[src/rtl/trig_res_pkg.sv]
package trig_res_pkg;
  // action codes the resolver acts on
  localparam int unsigned ACT_CODE_BRK = 0;
  localparam int unsigned ACT_CODE_DBG = 1;

  typedef struct packed {
    logic mpte;
    logic mte;
  } trig_en_t;
endpackage

[src/rtl/trig_chain_combine.sv]
module trig_chain_combine #(
  parameter int unsigned NUM_TRIG = 8
) (
  input  logic [NUM_TRIG-1:0] match_raw,
  input  logic [NUM_TRIG-1:0] chain_bits,
  output logic [NUM_TRIG-1:0] grp_hit
);
  logic [NUM_TRIG-1:0] run_ok;

  // run_ok[i]: trigger i and all earlier members of its chain match
  always_comb begin
    run_ok = '0;
    for (int i = 0; i < int'(NUM_TRIG); i++) begin
      if (i == 0) begin
        run_ok[i] = match_raw[i];
      end else begin
        run_ok[i] = match_raw[i] & (~chain_bits[i-1] | run_ok[i-1]);
      end
    end
  end

  // a chain reports only at its closing member
  assign grp_hit = run_ok & ~chain_bits;
endmodule

[src/rtl/trig_action_decode.sv]
module trig_action_decode
  import trig_res_pkg::*;
#(
  parameter int unsigned NUM_TRIG = 8,
  parameter int unsigned ACT_W    = 4
) (
  input  logic [NUM_TRIG-1:0]       grp_hit,
  input  logic [NUM_TRIG*ACT_W-1:0] action_flat,
  input  logic [NUM_TRIG-1:0]       dmode_bits,
  input  logic                      suppress_brk,
  output logic [NUM_TRIG-1:0]       want_brk,
  output logic [NUM_TRIG-1:0]       want_dbg
);
  for (genvar gi = 0; gi < int'(NUM_TRIG); gi++) begin : g_dec
    logic [ACT_W-1:0] act_code;
    assign act_code     = action_flat[gi*ACT_W +: ACT_W];
    assign want_brk[gi] = grp_hit[gi] & (act_code == ACT_W'(ACT_CODE_BRK)) & ~suppress_brk;
    assign want_dbg[gi] = grp_hit[gi] & (act_code == ACT_W'(ACT_CODE_DBG)) & dmode_bits[gi];
  end
endmodule

[src/rtl/trig_low_pick.sv]
module trig_low_pick #(
  parameter int unsigned WIDTH = 8,
  localparam int unsigned IDX_W = (WIDTH > 1) ? $clog2(WIDTH) : 1
) (
  input  logic [WIDTH-1:0] req_vec,
  output logic             any_req,
  output logic [IDX_W-1:0] low_idx
);
  always_comb begin
    any_req = |req_vec;
    low_idx = '0;
    for (int i = int'(WIDTH) - 1; i >= 0; i--) begin
      if (req_vec[i]) low_idx = IDX_W'(i);
    end
  end
endmodule

[src/rtl/trig_enable_ctl.sv]
module trig_enable_ctl
  import trig_res_pkg::*;
(
  input  logic       clk,
  input  logic       rst_n,
  input  logic       trap_enter,
  input  logic       trap_ret,
  input  logic       wr_en,
  input  logic [1:0] wr_data,
  output trig_en_t   en_q
);
  trig_en_t en_d;
  logic     en_ce;

  assign en_ce = trap_enter | trap_ret | wr_en;

  always_comb begin
    en_d = en_q;
    if (trap_enter) begin
      en_d.mpte = en_q.mte;
      en_d.mte  = 1'b0;
    end else if (trap_ret) begin
      en_d.mte  = en_q.mpte;
    end else if (wr_en) begin
      en_d.mte  = wr_data[0];
      en_d.mpte = wr_data[1];
    end
  end

  always_ff @(posedge clk or negedge rst_n) begin
    if (!rst_n) begin
      en_q <= '0;
    end else if (en_ce) begin
      en_q <= en_d;
    end
  end
endmodule

[src/rtl/trig_chain_resolver.sv]
module trig_chain_resolver
  import trig_res_pkg::*;
#(
  parameter int unsigned NUM_TRIG = 8,
  parameter int unsigned ACT_W    = 4,
  localparam int unsigned IDX_W   = (NUM_TRIG > 1) ? $clog2(NUM_TRIG) : 1
) (
  input  logic                      clk,
  input  logic                      rst_n,
  input  logic [NUM_TRIG-1:0]       match_raw,
  input  logic [NUM_TRIG-1:0]       chain_bits,
  input  logic [NUM_TRIG-1:0]       dmode_bits,
  input  logic [NUM_TRIG*ACT_W-1:0] action_flat,
  input  logic                      priv_mach,
  input  logic                      trap_enter,
  input  logic                      trap_ret,
  input  logic                      ctl_we,
  input  logic [1:0]                ctl_wdata,
  output logic                      brk_req,
  output logic                      dbg_req,
  output logic [IDX_W-1:0]          fire_idx,
  output logic                      ctl_mte,
  output logic                      ctl_mpte
);
  trig_en_t            en_q;
  logic [NUM_TRIG-1:0] grp_hit;
  logic [NUM_TRIG-1:0] want_brk;
  logic [NUM_TRIG-1:0] want_dbg;
  logic                any_brk;
  logic                any_dbg;
  logic [IDX_W-1:0]    brk_idx;
  logic [IDX_W-1:0]    dbg_idx;
  logic                suppress_brk;

  trig_enable_ctl u_en (
    .clk        (clk),
    .rst_n      (rst_n),
    .trap_enter (trap_enter),
    .trap_ret   (trap_ret),
    .wr_en      (ctl_we),
    .wr_data    (ctl_wdata),
    .en_q       (en_q)
  );

  assign suppress_brk = priv_mach & ~en_q.mte;

  trig_chain_combine #(.NUM_TRIG(NUM_TRIG)) u_comb (
    .match_raw  (match_raw),
    .chain_bits (chain_bits),
    .grp_hit    (grp_hit)
  );

  trig_action_decode #(.NUM_TRIG(NUM_TRIG), .ACT_W(ACT_W)) u_dec (
    .grp_hit      (grp_hit),
    .action_flat  (action_flat),
    .dmode_bits   (dmode_bits),
    .suppress_brk (suppress_brk),
    .want_brk     (want_brk),
    .want_dbg     (want_dbg)
  );

  trig_low_pick #(.WIDTH(NUM_TRIG)) u_pick_brk (
    .req_vec (want_brk),
    .any_req (any_brk),
    .low_idx (brk_idx)
  );

  trig_low_pick #(.WIDTH(NUM_TRIG)) u_pick_dbg (
    .req_vec (want_dbg),
    .any_req (any_dbg),
    .low_idx (dbg_idx)
  );

  // debug entry outranks the breakpoint exception
  always_comb begin
    dbg_req  = any_dbg;
    brk_req  = any_brk & ~any_dbg;
    fire_idx = '0;
    if (any_dbg)      fire_idx = dbg_idx;
    else if (any_brk) fire_idx = brk_idx;
  end

  assign ctl_mte  = en_q.mte;
  assign ctl_mpte = en_q.mpte;
endmodule

[config.mk]
export PLATFORM = sky130hd
export DESIGN_NAME = trig_chain_resolver
export DESIGN_NICKNAME = d
export VERILOG_FILES = /design/src/rtl/trig_res_pkg.sv /design/src/rtl/trig_chain_combine.sv /design/src/rtl/trig_action_decode.sv /design/src/rtl/trig_low_pick.sv /design/src/rtl/trig_enable_ctl.sv /design/src/rtl/trig_chain_resolver.sv
export SDC_FILE = /design/constraint.sdc
export NUM_CORES = 1
export LEC_CHECK = 0
export BUFFER_PORTS_ARGS = -buffer_cell sky130_fd_sc_hd__buf_4
export CORE_MARGIN = 4
export CORE_UTILIZATION = 40
export CTS_CLUSTER_SIZE = 40
export DETAILED_ROUTE_END_ITERATION = 10
export PLACE_DENSITY = 0.87
export RECOVER_POWER = 25
export REMOVE_ABC_BUFFERS = 1
export SLEW_MARGIN = 10
export SYNTH_ARGS = -nofsm -noshare
export SYNTH_HDL_FRONTEND = slang
export SYNTH_HIERARCHICAL = 1
export SYNTH_SLANG_ARGS = --single-unit
[constraint.sdc]
create_clock -name clk -period 4.31 [get_ports clk]
set_clock_uncertainty 0.1 [all_clocks]
set_input_delay 0.6465 -clock clk [delete_from_list [all_inputs] [get_ports clk]]
set_output_delay 0.6465 -clock clk [all_outputs]
set_load 0.02 [all_outputs]
==> After elaboration in Yosys (flattened, before gate mapping) <==
Cells that the tools add are included.
{ "word_totals": {"reg_bits": 2, "out_inout_bits": 7} }
{ "classes": {"n_eq_ne": 9, "muxes": 22, "n_bitwise": 62, "n_reduce_logical": 14} }
{ "op_table": {"columns": ["cell", "count"], "rows": [
  ["two-way mux 3 bit", 18],
  ["bitwise AND 1 bit", 41],
  ["== test 4 x 1 -> 1 bit (second input constant)", 8],
  ["logical NOT 4 bit", 8],
  ["OR reduction 8 bit", 2],
  ["inverter 1 bit", 10],
  ["OR 1 bit", 9],
  ["bitwise AND 8 bit", 1],
  ["inverter 8 bit", 1],
  ["two-way mux 2 bit", 2],
  ["AND reduction 3 bit", 1],
  ["nonzero test 3 bit", 1],
  ["two-way mux 1 bit", 2],
  ["!= test 2 bit (second input constant)", 1],
  ["AND reduction 2 bit", 1],
  ["nonzero test 2 bit", 1]
]} }

==> Logic depth before layout (Yosys ltp) <==
Gate-level depths: netlist of the first run.
{ "depth": {"word_depth": 28, "depth_mapped": 11, "ltp_nobuf": 11} }

==> Modules after synthesis <==
Netlist of the first run, hierarchy kept.
{ "modules_own_cells": {"columns": ["mod", "n_inst", "cells_per_inst", "area_per_inst_um2", "seq_area_each_um2"], "rows": [
  ["trig_action_decode", 1, 33, 254.0, 0.0],
  ["trig_chain_combine", 1, 28, 186.4, 0.0],
  ["trig_low_pick", 2, 13, 81.3, 0.0],
  ["trig_enable_ctl", 1, 11, 116.4, 50.0],
  ["trig_chain_resolver", 1, 9, 48.8, 0.0]
]} }

==> Worst setup path after synthesis of the first run <==
Ideal clock, no wire load.
{ "synth_timing": {"path_type": "input-to-output", "startpoint": "input chain_bits[0]", "endpoint": "output fire_idx[0]", "arrival_ps": 2706, "t_required_ps": 3563, "path_slack_ps": 857, "cell_stages": 10, "cell_sequence": "nor2b_4 > o221ai_4 > a22oi_2 > a31oi_1 > or4b_4 > nor3_2 > a21oi_1 > o41ai_1 > nand2_1 > o21ai_0"} }
{ "synth_between": {"elab_chain_len": 28} }
{ "synth_rtl": {"columns": ["item", "line_no", "source"], "rows": [
  ["from (decl)", "trig_chain_resolver.sv:11", "input logic [NUM_TRIG-1:0] chain_bits,"],
  ["inverter 1 bit", "trig_chain_combine.sv:17", "run_ok[i] = match_raw[i] & (~chain_bits[i-1] | run_ok[i-1]);"],
  ["OR 1 bit", "trig_chain_combine.sv:17", null],
  ["bitwise AND 1 bit", "trig_chain_combine.sv:17", null],
  ["OR 1 bit", "trig_chain_combine.sv:17", null],
  ["bitwise AND 1 bit", "trig_chain_combine.sv:17", null],
  ["OR 1 bit", "trig_chain_combine.sv:17", null],
  ["bitwise AND 1 bit", "trig_chain_combine.sv:17", null],
  ["OR 1 bit", "trig_chain_combine.sv:17", null],
  ["[7 not listed]", null, null],
  ["bitwise AND 8 bit", "trig_chain_combine.sv:23", "assign grp_hit = run_ok & ~chain_bits;"],
  ["via grp_hit[7]", "trig_chain_resolver.sv:26", "logic [NUM_TRIG-1:0] grp_hit;"],
  ["bitwise AND 1 bit (2 in series)", "trig_action_decode.sv:17", "assign want_brk[gi] = grp_hit[gi] & (act_code == ACT_W'(ACT_CODE_BRK)) & ~suppress_brk;"],
  ["via want_brk[7]", "trig_chain_resolver.sv:27", "logic [NUM_TRIG-1:0] want_brk;"],
  ["two-way mux 3 bit (8 in series)", "trig_low_pick.sv:13", "if (req_vec[i]) low_idx = IDX_W'(i);"],
  ["via brk_idx[0]", "trig_chain_resolver.sv:31", "logic [IDX_W-1:0] brk_idx;"],
  ["two-way mux 3 bit", "trig_chain_resolver.sv:80", "else if (any_brk) fire_idx = brk_idx;"],
  ["two-way mux 3 bit", "trig_chain_resolver.sv:79", "if (any_dbg) fire_idx = dbg_idx;"],
  ["to (decl)", "trig_chain_resolver.sv:21", "output logic [IDX_W-1:0] fire_idx,"]
]} }
The timed path passes the listed nets, and every way through them passes these cells.

==> Worst setup path in the final report of the first run <==
Same ends and word-level chain as after synthesis.

==> flow_metrics.py, run 1 <==
metrics = {
    "synth": {
        "ys_ff_latch": 2,
        "synth_area_sq_um": 768,
        "synth.yosys.warnings": 6,
        "ys_top_cells_by_count": "nand2_1 (17), nor2_1 (17), nor3_2 (9)",
        "synth_edf_count": 0,
        "synth_top_flop_cell": "dfrtp_1",
        "yosysSeqAreaShare_pct": 6.51,
        "synthDominantCellAreaShare_pct": 14.3,
        "synthArstFlopShare_pct": 100,
        "synth.largest_area_cell": "or4b_4",
        "synth_area_leaders": "or4b_4 (14%), nor3_2 (12%), nand2_1 (8.3%)",
        "ys_types": 33,
        "synthCells": 107,
        "synth.avg_cell_area_sq_um": 7.18,
    },
    "routing": {
        "avgViaCountPerCell": 5.21,
        "initialDrtViolationCount": 12,
        "route.detailed.drc": 0,
        "wire_per_inst_um": 13.7,
        "postRouteWirelength_um": 2790,
        "dr_total_vias": 1063,
        "ant_nets": 0,
        "firstDrtPassIters": 4,
    },
    "finish": {
        "final_layout_size_suffix_gt1_share_pct": 54.7,
        "multi_input_area_sq_um": 684,
        "area_growth_pct": 74.4,
        "final_net_count": 245,
        "seq_area_sq_um": 50.0,
        "regMostFlops": "u_en/en_q",
        "antenna_cells": 0,
        "reg.largest.list": "u_en/en_q (2)",
        "fillers": 150,
        "largest_register_ffs": 2,
    },
    "timing": {
        "rsz0062_at_grt": "no",
        "slew_headroom_pct": 41.8,
        "fmax_mhz": 279,
        "tightest_slew_ps": 872,
        "tns_ps": 0,
        "final_max_slew_viol_count": 0,
        "setup_violations": 0,
        "min_period_ps": 3580,
        "finalHoldViolations": 0,
        "fin_crit_sh_pct": 83.2,
    },
    "hold_path": {
        "hold_path_class": "primary input to async pin",
    },
    "floorplanning": {
        "coreArea_sq_um": 1760,
        "fp.dieH_um": 51.8,
        "start_util_pct": 43.5,
        "rows": 15,
        "die-area_sq_um": 2690,
        "ios": 71,
        "dieWidth_um": 51.8,
    },
    "place": {
        "place.gp.congestion": 0.841,
        "dp_hpwl_um": 2540,
        "io_buffers": 70,
    },
    "critical_path": {
        "crit_type": "primary input to output pin",
        "r2r_setup_slack_ps": 3320,
        "r2r_end": "u_en/en_q[1]$_DFFE_PN0P_",
        "cp-end-kind": "output pin",
        "critPathLaunchType": "primary input",
        "path_common_cell": "buf_4",
        "regToRegStartpoint": "u_en/en_q[1]$_DFFE_PN0P_",
        "critPathRequiredTime_ps": 3560,
        "rr_worst_depth": 2,
        "cpMaxStageDelayCell": "or4b_4",
        "critPathArrivalTime_ps": 2840,
        "startpoint": "chain_bits[0]",
        "crit_chain": "buf_4, nor2b_4, o221ai_4, a22oi_2, a31oi_1, or4b_4, nor3_2, a21oi_1, o41ai_1, nand2_1, o21ai_0, buf_4",
        "crit_path_max_fanout": 3,
        "cpPeakStageDelay_ps": 480,
    },
    "global_route": {
        "grt_pass1_wl_um": 4510,
        "grt_overflow": 0,
        "grt_antenna_before_repair": 0,
        "track_usage_pct": 22.0,
        "grt_max_degree": 9,
        "grt_pass1_vias": 1130,
    },
    "clocking": {
        "cts_buffer_depth": 2,
        "cts_resized": 0,
        "cts_tree": "built",
        "clock_latency_ps": 220,
        "cts_hold_buf": 0,
        "path_clk_slew_ps": 30,
        "clock-sinks": 2,
        "htree_levels": 1,
        "cts_buffers": 3,
        "postCtsSetupBuffers": 0,
        "ctsRootBufferMaster": "clkbuf_4",
    },
    "power": {
        "p_leak_nw": 0.632,
        "power.density_nw_per_um2": 114,
        "power.total_w": 0.000153,
        "vdd_ir_drop_max_v": 0.000170,
    },
    "run": {
        "drv_cap": 0,
    },
    "outcome": {
        "status": "finished, final reports clean",
    },
}
-- how the worst max path moves through the flow --
stage	end	slack [ps]	cells after the start
finish	fire_idx[0]	730	12
floorplan	fire_idx[0]	860	10
global route	fire_idx[0]	530	12
CTS	fire_idx[0]	720	12
detailed placement	fire_idx[0]	710	12
global placement	fire_idx[0]	830	12
-- report_power, final --
group	total [W]	internal [W]	switching (W)
sequential	0.0000224	0.0000207	0.00000175
clock	0.0000411	0.0000307	0.0000104
combinational	0.0000897	0.0000541	0.0000356
-- layer usage --
| metal | up-vias | share of wire, % | global-route usage [%] |
|---|---|---|---|
| met5 | - | 0 | 0 |
| met4 | 0 | 1.4 | 10.5 |
| met3 | 6 | 5.4 | 4.30 |
| met2 | 38 | 60 | 44.4 |
| met1 | 484 | 34 | 20.4 |
| li1 | 535 | - | - |
-- cell families after synthesis --
family,synth area share (%)
AO/OA/AOI/OAI,23.9
buffers and inverters,4.40
multiplexers,1.30
flip-flops,6.51
AND/OR/NAND/NOR,63.8
-- per-stage QoR --
step	instance area, sq um	instances	setup WS, ps	hold slack (ps)	util [%]
after floorplan	764	106	857	251	-
after global placement	1320	201	826	328	74.9
after detailed placement	1320	201	715	330	74.9
after CTS	1340	204	717	90.5	76.2
after global routing	1340	204	530	93.9	76.0
final	1340	204	726	101	76.0
-- cells in the final DEF, fill, tap and decap left out, drive strengths merged, types with 2 or more instances in the layout --
cell type	n
buf	69
nand2	17
nor2	17
nor3	10
inv	8
or4b	8
o21ai	8
nor2b	8
clkbuf	4
nand3	3
a21boi	3
dfrtp	2
a21oi	2
o21bai	2
o41ai	2
nor4	2
and3b	2
-- critical path, delay by kind of cell --
kind	cells	cell delay (ps)
AOI/OAI and AO/OA	6	1000
buffers and inverters	2	280
and+or+nand+nor	4	920
-- area by class of cell --
type / instances / share of cell area, %
Multi-Input combinational cell: 96 / 51.1
Timing Repair Buffer: 70 / 38.9
Sequential cell: 2 / 3.73
Tap cell: 25 / 2.33
Inverter: 8 / 2.24
Clock buffer: 3 / 1.68
(Power assumes the default switching activity.)
==> run 2: changes to the inputs <==
--- a/config.mk
+++ b/config.mk
@@ -7,10 +7,10 @@
 export LEC_CHECK = 0
 export BUFFER_PORTS_ARGS = -buffer_cell sky130_fd_sc_hd__buf_4
 export CORE_MARGIN = 4
-export CORE_UTILIZATION = 40
+export CORE_UTILIZATION = 33
 export CTS_CLUSTER_SIZE = 40
 export DETAILED_ROUTE_END_ITERATION = 10
-export PLACE_DENSITY = 0.87
+export PLACE_DENSITY = 0.77
 export RECOVER_POWER = 25
 export REMOVE_ABC_BUFFERS = 1
 export SLEW_MARGIN = 10
==> constraint.sdc (replaced) <==
create_clock -name clk -period 3.2 [get_ports clk]
set_clock_uncertainty 0.1 [all_clocks]
set_input_delay 0.48 -clock clk [delete_from_list [all_inputs] [get_ports clk]]
set_output_delay 0.48 -clock clk [all_outputs]
set_load 0.02 [all_outputs]
==> run 2 against run 1 <==
Against the previous run: combinational power is 42% higher; register-to-register slack got worse by 1100 ps; routed wire length increased by 11%; sequential share of layout area is 0.23 points lower; clock power up 51%; clock-buffer cell count is the same; sequential power is 35% higher; first-iteration DRC count down 33%; non-clock buffer count is 4 higher; via count is 3.5% higher; design area increased by 6.4%.
==> flow_metrics.py, run 2 (synthesis results as in run 1) <==
metrics = {
    "outcome": {
        "status": "finished, final reports clean",
    },
    "finish": {
        "area_growth_pct": 85.7,
        "layout_commonest_cell": "buf_4",
        "multi_input_area_sq_um": 723,
        "final_layout_size_suffix_gt1_share_pct": 59.0,
        "seq_area_sq_um": 50.0,
        "finish.utilization_pct": 64.5,
        "fillers": 204,
        "final_cell_mix": "buf_4 (69), nand2_1 (17), nor2_1 (14)",
        "final_net_count": 249,
        "regMostFlops": "u_en/en_q",
        "final_area_sq_um": 1430,
        "reg.largest.list": "u_en/en_q (2)",
        "antenna_cells": 0,
        "largest_register_ffs": 2,
    },
    "routing": {
        "initialDrtViolationCount": 8,
        "ant_nets": 0,
        "firstDrtPassIters": 4,
        "wire_per_inst_um": 14.6,
        "dr_total_vias": 1100,
        "avgViaCountPerCell": 5.21,
        "postRouteWirelength_um": 3090,
        "route.detailed.drc": 0,
    },
    "timing": {
        "setup_violations": 0,
        "min_period_ps": 3110,
        "fin_crit_sh_pct": 97.1,
        "rsz0062_at_grt": "yes",
        "tns_ps": 0,
        "final_max_slew_viol_count": 0,
        "finalHoldViolations": 0,
        "tightest_slew_ps": 603,
        "slew_headroom_pct": 59.7,
        "finalWorstSetupSlack_ps": 93.3,
        "fmax_mhz": 322,
    },
    "floorplanning": {
        "ios": 71,
        "die-area_sq_um": 3160,
        "fp.dieH_um": 56.3,
        "start_util_pct": 34.7,
        "coreArea_sq_um": 2210,
        "dieWidth_um": 56.3,
        "rows": 17,
    },
    "clocking": {
        "clock_latency_ps": 240,
        "path_clk_slew_ps": 30,
        "clock-sinks": 2,
        "ctsRootBufferMaster": "clkbuf_4",
        "cts_buffer_depth": 2,
        "htree_levels": 1,
        "cts_buffers": 3,
        "postCtsSetupBuffers": 0,
        "cts_tree": "built",
    },
    "global_route": {
        "grt_antenna_before_repair": 0,
        "grt_overflow": 0,
        "grt_pass1_wl_um": 4720,
        "grt_pass1_vias": 1200,
        "track_usage_pct": 18.5,
        "grt_max_degree": 8,
    },
    "power": {
        "power.total_w": 0.000219,
        "seqPwrFrac_pct": 13.8,
        "pwr-share-clk_pct": 28.2,
        "vdd_ir_drop_max_v": 0.000165,
        "switching_share_pct": 33.4,
        "power.density_nw_per_um2": 154,
        "power_frac_comb_pct": 58.0,
        "intPower_w": 0.000146,
        "p_leak_nw": 0.678,
        "switching_power_w": 0.0000732,
    },
    "critical_path": {
        "r2r_end": "u_en/en_q[0]$_DFFE_PN0P_",
        "cpPeakStageDelay_ps": 510,
        "startpoint": "chain_bits[0]",
        "regToRegStartpoint": "u_en/en_q[0]$_DFFE_PN0P_",
        "r2r_setup_slack_ps": 2250,
        "crit_path_max_fanout": 3,
        "critPathRequiredTime_ps": 2620,
        "rr_worst_depth": 2,
        "crit_type": "primary input to output pin",
        "cpMaxStageDelayCell": "or4b_4",
        "cp-end-kind": "output pin",
        "critPathArrivalTime_ps": 2530,
        "crit_chain": "buf_6, nor2b_4, o221ai_4, a22oi_2, a31oi_1, or4b_4, nor3_4, a21oi_2, o41ai_2, nand2_1, o21ai_1, buf_4",
        "critPathLaunchType": "primary input",
    },
    "place": {
        "place_area_sq_um": 1350,
        "place.gp.congestion": 0.712,
        "dp_hpwl_um": 2740,
        "preCtsSetupSlack_ps": -62.5,
        "io_buffers": 70,
    },
    "hold_path": {
        "min_path_cells": 2,
        "hp-start": "trap_enter",
        "hold_path_class": "primary input to flop",
        "whs_endpoint": "u_en/en_q[0]$_DFFE_PN0P_",
    },
    "run": {
        "drv_cap": 0,
    },
}
[run 2: changes by cell type in the layout (fill, tap and decap cells not counted), sizes merged]
cell	before	now
buf	69	72
dlygate4sd3	0	1
[run 2: power by group through the flow]
stage          registers (W)   logic, W  clock network, W
3_5_place_dp       0.0000305   0.000124                 0
5_1_grt            0.0000307   0.000136         0.0000695
4_1_cts            0.0000303   0.000126         0.0000643
3_3_place_gp       0.0000303   0.000119                 0
6_report           0.0000302   0.000127         0.0000619
2_1_floorplan      0.0000329  0.0000388                 0
[run 2: worst max-delay path: cells and delay by family]
kind	cells	cell delay [ps]
buffers and inverters	2	250
AND/OR/NAND/NOR	4	990
AO/OA/AOI/OAI	6	800
[run 2: metrics by stage]
step,hold WS [ps],instances
3_5_place_dp,166,207
4_1_cts,319,211
5_1_grt,322,211
2_1_floorplan,84.4,106
6_report,327,211
3_3_place_gp,163,207
[run 2: timing repair]
action / 4_1_cts / 5_1_grt
resized for setup: 2 / 16
endpoints found under the setup margin: 2 / 3
pin swaps: 0 / 9
endpoints found under the hold margin: 2 / 0
hold buffers: 1 / 0
[run 2: layout make-up]
cell class                 instances  share of cell area (%)
clock buffer                       3                    1.58
inverter                           8                    2.11
multi-input combinational         96                    50.7
sequential                         2                    3.51
tap                               28                    2.46
timing repair buffer              74                    39.6
[run 2: layer usage]
metal	routed length [um]	track usage [%]	vias up	part of all wire [%]
li1	-	-	544	-
met1	963	15.9	502	31
met2	1850	37.7	41	60
met3	143	2.99	13	4.6
met4	131	12.5	0	4.2
met5	0	0	-	0
[run 2: worst max-delay path by stage]
stage / to / slack, ps / depth (start not counted)
after floorplan: fire_idx[0] / 80 / 10
after global placement: fire_idx[0] / 40 / 12
after detailed placement: fire_idx[0] / -60 / 12
after CTS: fire_idx[0] / -30 / 12
after global routing: fire_idx[0] / -70 / 12
final: fire_idx[0] / 90 / 12
